## src/rtl/pwm_chan_timer.sv

```systemverilog
module pwm_chan_timer #(
  parameter int CNT_W = 16,
  parameter int PSC_W = 16,
  parameter int DW    = 16
) (
  input  logic          clk,
  input  logic          rst_n,
  input  logic          reg_we,
  input  logic [2:0]    reg_addr,
  input  logic [DW-1:0] reg_wdata,
  output logic [DW-1:0] reg_rdata,
  output logic          pwm_o,
  output logic          upd_flag_o
);
  localparam logic [2:0] A_CTRL = 3'd0, A_PSC = 3'd1, A_PER = 3'd2, A_CMP = 3'd3,
                         A_CNT  = 3'd4, A_STAT = 3'd5, A_EVT = 3'd6;
  localparam logic [2:0] M_LO = 3'b100, M_HI = 3'b101, M_PWM1 = 3'b110, M_PWM2 = 3'b111;
  localparam int CTRL_W = 11;

  logic [CTRL_W-1:0] ctrl;
  logic [PSC_W-1:0]  psc_q, psc_cnt;
  logic [CNT_W-1:0]  per_pre, per_act, cmp_pre, cmp_act, cnt;
  logic              flag;

  logic       cnt_en, per_buf, cmp_buf, pol, chan_en, master_en, idle_lvl;
  logic [2:0] mode;
  assign cnt_en    = ctrl[0];
  assign per_buf   = ctrl[1];
  assign cmp_buf   = ctrl[2];
  assign mode      = ctrl[6:4];
  assign pol       = ctrl[7];
  assign chan_en   = ctrl[8];
  assign master_en = ctrl[9];
  assign idle_lvl  = ctrl[10];

  logic sw_upd, tick, wrap, upd_evt;
  assign sw_upd  = reg_we && reg_addr == A_EVT && reg_wdata[0];
  assign tick    = cnt_en && psc_cnt >= psc_q;
  assign wrap    = tick && cnt >= per_act;
  assign upd_evt = sw_upd || wrap;

  always_ff @(posedge clk or negedge rst_n) begin
    if (!rst_n) begin
      ctrl  <= '0;
      psc_q <= '0;
    end else if (reg_we) begin
      if (reg_addr == A_CTRL) ctrl  <= reg_wdata[CTRL_W-1:0];
      if (reg_addr == A_PSC)  psc_q <= reg_wdata[PSC_W-1:0];
    end
  end

  always_ff @(posedge clk or negedge rst_n) begin
    if (!rst_n) begin
      psc_cnt <= '0;
      cnt     <= '0;
    end else if (sw_upd) begin
      psc_cnt <= '0;
      cnt     <= '0;
    end else if (cnt_en) begin
      psc_cnt <= tick ? '0 : psc_cnt + 1'b1;
      if (tick) cnt <= wrap ? '0 : cnt + 1'b1;
    end
  end

  always_ff @(posedge clk or negedge rst_n) begin
    if (!rst_n) begin
      per_pre <= '0;
      per_act <= '0;
      cmp_pre <= '0;
      cmp_act <= '0;
    end else begin
      if (upd_evt) begin
        per_act <= per_pre;
        cmp_act <= cmp_pre;
      end
      if (reg_we && reg_addr == A_PER) begin
        per_pre <= reg_wdata[CNT_W-1:0];
        if (!per_buf) per_act <= reg_wdata[CNT_W-1:0];
      end
      if (reg_we && reg_addr == A_CMP) begin
        cmp_pre <= reg_wdata[CNT_W-1:0];
        if (!cmp_buf) cmp_act <= reg_wdata[CNT_W-1:0];
      end
    end
  end

  always_ff @(posedge clk or negedge rst_n) begin
    if (!rst_n)                                          flag <= 1'b0;
    else if (upd_evt)                                    flag <= 1'b1;
    else if (reg_we && reg_addr == A_STAT && !reg_wdata[0]) flag <= 1'b0;
  end
  assign upd_flag_o = flag;

  always_comb begin
    case (reg_addr)
      A_CTRL:  reg_rdata = DW'(ctrl);
      A_PSC:   reg_rdata = DW'(psc_q);
      A_PER:   reg_rdata = DW'(per_pre);
      A_CMP:   reg_rdata = DW'(cmp_pre);
      A_CNT:   reg_rdata = DW'(cnt);
      A_STAT:  reg_rdata = DW'(flag);
      default: reg_rdata = '0;
    endcase
  end

  logic below, ref_lvl;
  assign below = cnt < cmp_act;
  always_comb begin
    case (mode)
      M_PWM1:  ref_lvl = below;
      M_PWM2:  ref_lvl = !below;
      M_HI:    ref_lvl = 1'b1;
      M_LO:    ref_lvl = 1'b0;
      default: ref_lvl = 1'b0;
    endcase
  end

  assign pwm_o = !master_en ? idle_lvl : (chan_en && (ref_lvl ^ pol));
endmodule

```

## config.mk

```make
export PLATFORM = sky130hd
export DESIGN_NAME = pwm_chan_timer
export DESIGN_NICKNAME = d
export VERILOG_FILES = /design/src/rtl/pwm_chan_timer.sv
export SDC_FILE = /design/constraint.sdc
export NUM_CORES = 1
export LEC_CHECK = 0
export ABC_AREA = 0
export CAP_MARGIN = 40
export CORE_MARGIN = 5
export CORE_UTILIZATION = 25
export DETAILED_ROUTE_END_ITERATION = 7
export HOLD_SLACK_MARGIN = 0.02
export SETUP_SLACK_MARGIN = 0.3
export SYNTH_ARGS = -nofsm -noshare
export SYNTH_HDL_FRONTEND = slang
export SYNTH_SLANG_ARGS = --single-unit
```

## constraint.sdc

```tcl
create_clock -name clk -period 2.64 [get_ports clk]
set_input_delay 0.396 -clock clk [delete_from_list [all_inputs] [get_ports clk]]
set_output_delay 0.396 -clock clk [all_outputs]
set_load 0.05 [all_outputs]
```

* Word-level counts from Yosys, hierarchy flattened
Cells that the tools add are included.
Storage, ports and cells: latch bits 0, memories 0, output and inout port bits 18, register bits 124, bits in read-only memories 0, RAM bits 0
Cells by class: multiplexer cells 18, multipliers 0, shift operators 0, order comparisons 3, bitwise operators 1, $add $sub $neg 2, divide/modulo/power cells 0, equal/unequal tests 9, reduce and logical (&&, ||, !) cells 19
Operator list (number):
- two-way mux 16 bit | 13
- case mux 16 bit (6 select lines) | 1
- adder 16 x 1 -> 16 bit (second input constant) | 2
- greater-or-equal comparator 16 bit | 2
- == test 3 bit (second input constant) | 6
- < comparator 16 bit | 1
- logical AND 1 bit | 9
- == test 3 x 2 -> 1 bit (second input constant) | 2
- AND reduction 2 bit | 3
- nonzero test 2 bit | 3
- == test 3 x 1 -> 1 bit (second input constant) | 1
- logical NOT 3 bit | 1
- two-way mux 1 bit | 3
- case mux 1 bit (3 select lines) | 1
- logical NOT 1 bit | 2
- logical OR 1 bit | 1
- bitwise XOR 1 bit | 1

* Longest topological paths before layout
word-level depth 7, mapped depth 11

* Least setup slack after synthesis
Ideal clock, no wire load.
path type reg2out, start register cnt[11], end output pwm_o, stages on the path, launching flop included 8, path slack -0.173 ns, data arrival time 2.417 ns, cells stage by stage dfrtp_1 ha_1 and3_1 a221oi_1 nor3_1 a311o_1 or4_1 o221ai_1
Between the ends: longest elaborated chain between the ends 6
RTL lines:
- start, declared | line 22 | logic [CNT_W-1:0] per_pre, per_act, cmp_pre, cmp_act, cnt;
- start signal, assigned | line 61 | if (tick) cnt <= wrap ? '0 : cnt + 1'b1;
- < comparator 16 bit (*) | line 107 | assign below = cnt < cmp_act;
- logical NOT 1 bit | line 111 | M_PWM2: ref_lvl = !below;
- case mux 1 bit (3 select lines) (*) | line 109 | case (mode)
- bitwise XOR 1 bit (*) | line 118 | assign pwm_o = !master_en ? idle_lvl : (chan_en && (ref_lvl ^ pol));
- logical AND 1 bit (*) | line 118
- two-way mux 1 bit (*) | line 118
- end, declared | line 12 | output logic pwm_o,
Mark *: on every way between the ends. The rest lies on a longest branch, timed or not.

* Worst setup path after layout
start register cmp_act[12], end output pwm_o
Between the ends: longest elaborated chain between the ends 6
RTL lines:
- start, declared | line 22
- start signal, assigned | line 74 | cmp_act <= cmp_pre;
- start signal, assigned | line 82 | if (!cmp_buf) cmp_act <= reg_wdata[CNT_W-1:0];
- < comparator 16 bit (*) | line 107
- logical NOT 1 bit | line 111
- case mux 1 bit (3 select lines) (*) | line 109
- bitwise XOR 1 bit (*) | line 118
- logical AND 1 bit (*) | line 118
- two-way mux 1 bit (*) | line 118
Marked as above.

==> results.cfg <==
[global_routing]
antenna_found_initial = 0
first_global_vias = 7002
gr-total-overflow = 0
busiest_layer = met2
grt_pass1_wl_mm = 39.3
use_met3 = 0.0214
grt_max_degree = 55
grt.total_usage = 0.145
met2_usage = 0.241
met1_usage = 0.192

[timing]
fin_setup_tns_ns = -2.21
period_share = 1.20
final-max-slew-violation-count = 0
hold_ws_ns = 0.506
worst_pin_slew_ns = 0.750
finalWorstSetupSlack_ns = -0.528
fin_crit_ns = 3.17
finalHoldViolCount = 0
slew_headroom = 0.500
setup-violations-final = 36
rsz0062_at_grt = true
fmax_ghz = 0.316
skew_ns = 0.00771

[synth]
syn_area_um2 = 7690
ys_types = 56
seq_area_frac_synth = 0.404
synthFlopType = dfrtp_1
yosysWarnings = 0
synth_edf_count = 0
async_flop_share = 1.00
synth-seq-cells = 124
syn_avg_cell_area_um2 = 9.78
syn_inst = 786
synth_nets = 857

[power]
cellPowerDensity_nw_per_um2 = 701
combPwrFrac = 0.370
power.internal_mw = 4.97
seq_power_share = 0.343
power.leakage_nw = 4.71
clockPowerShare = 0.287
ir_worst_vdd_mv = 0.523
p_total_mw = 7.54
sw_frac_of_total = 0.340
p_sw_mw = 2.56

[critical_path]
path_buf_inv = 2
crit_required_ns = 2.24
cp.arrival_ns = 2.77
max_stage_delay_ns = 0.44
worst_setup_path_end_kind = output port
critPathTopFamily = compound AO/OA/AOI/OAI gates
startpoint = cmp_act[12]
critical_path_class = reg2out
path_cells = inv_1, ha_1, and3_4, a221oi_4, nor3_1, a311o_1, or4_4, o221ai_4, buf_12
cp_slowest_cell = or4_4
critPathLaunchType = register
rr_startpoint = cnt[4]
cp_max_fo = 2

[outcome]
violations = setup timing
status = finished, violations left

[clock_tree]
clk_pin_slew_ns = 0.06
cts_buffers = 17
cts_max_path_buffers = 2
cts_root_buf = clkbuf_16
clock_sinks = 124
cts_htree_levels = 4
cts_tree = yes
clkLatencyLatePin_ns = 0.43

[routing]
wl_per_cell_um = 18.8
drt_iter0_drc = 526
ant_nets = 0
drt-total-wl_mm = 24.6
vias = 6857
detail_route.first_pass.iterations = 5
drc = 0
vias_per_cell = 5.23

[placed_design]
port_buffers = 39
place_hpwl_mm = 17.2
dpl_cell_area_um2 = 9410
place_congestion = 0.833

[die]
core_um2 = 30500
pin_count = 40
dieArea_um2 = 34400
rows = 64
die_h_um = 185
die_w_um = 185
initial_core_util = 0.252

[final_layout]
finalCoreUtilization = 0.353
mostFrequentLayoutCells = dfrtp_1 (124), buf_4 (70), mux2_2 (48), inv_1 (48), nand2_1 (46)
fillCellCount = 2985
fin_area_um2 = 10800
drive_gt1_frac = 0.315
nets = 973
area_growth_pct = 39.9
num_antenna_cells = 0
layout_commonest_cell = dfrtp_1

[flow_run]
drv_cap = 0

[worst_hold_path]
holdCritPathClass = in2async
## worst paths after layout
path                       depth (start not counted)  slack, ns          end
min                                                2       0.51  per_act[10]
max in group asynchronous                          3       1.37   per_act[2]
min reg2reg                                        1       0.51      ctrl[3]
max                                                9      -0.53        pwm_o
min in group clk                                   1       0.51      ctrl[3]
max reg2reg                                       13      -0.13   per_act[0]
## kinds of logic after synthesis
logic type / after synthesis / synth area share
buf+inv: 109 / 0.0573
flops: 124 / 0.404
simple gates: 225 / 0.157
xor+xnor: 10 / 0.0114
mux: 74 / 0.108
fa+ha+maj: 49 / 0.0798
compound gates: 195 / 0.183
## stage by stage
step	setup WS, ns	instances
after floorplan	0.0784	786
after global placement	-0.370	1250
after detailed placement	-0.313	1250
after CTS	-0.511	1309
after global routing	-0.604	1310
final	-0.528	1310
## flip-flops by register name (all words and copies together), names as in the netlist, 11 cells and up
register / flops
cmp_pre: 16
ctrl: 11
per_act: 16
cmp_act: 16
psc_q: 16
psc_cnt: 16
cnt: 16
per_pre: 16
## per-layer routing
metal  share of wire  vias to the layer above
met3           0.042                       55
li1                -                     3163
met4           0.027                        0
met1            0.44                     3446
met2            0.49                      193
met5               0                        -
## synthesized netlist by cell type, types with 6 or more instances
cell type  number  area (µm²)
a211o_1        18         158
a211oi_1        9        67.6
a21o_1         10        75.1
a21oi_1        19        95.1
a22o_1         10        87.6
a22oi_1        11        82.6
a311o_1        16         160
a311oi_1       15         131
and3_1         15        93.8
buf_2          16        80.1
clkbuf_1       33         124
dfrtp_1       124        3100
ha_1           49         613
inv_1          53         199
mux2_2         49         552
mux2i_1        23         230
nand2_1        47         176
nand2b_1        8        50.1
nand3_1        28         140
nand4_1        22         138
nor2_1         33         124
nor2b_1        33         206
nor3_1          6        30.0
nor4_1         18         113
o211ai_1        8        60.1
o21ai_0        43         215
o22ai_1        14        87.6
xnor2_1         6        52.6
## area by class of cell
cell class | count | area, µm² | area share
multi-input combinational | 553 | 4640 | 0.431
sequential | 124 | 3100 | 0.288
clock buffer | 23 | 458 | 0.0426
timing repair buffer | 153 | 1790 | 0.166
tap | 396 | 495 | 0.0461
clock inverter | 8 | 70.1 | 0.00651
inverter | 53 | 199 | 0.0185
## power by group through the flow
stage               Clock (mW)  Sequential, mW  Combinational, mW
finish                    2.16            2.59               2.79
global route              2.29            2.63               3.01
CTS                       2.18            2.58               2.68
detailed placement           0            2.60               2.38
global placement             0            2.58               2.33
floorplan                    0            2.51               1.48
## repair_timing
action,in CTS,in global routing
gates cloned,4,0
endpoints found under the setup margin,81,68
gates resized for setup,82,23
setup buffers,23,1
endpoints found under the hold margin,44,0
hold buffers,1,0
pin swaps,39,5
No activity file was read; power rests on OpenSTA's default activity.
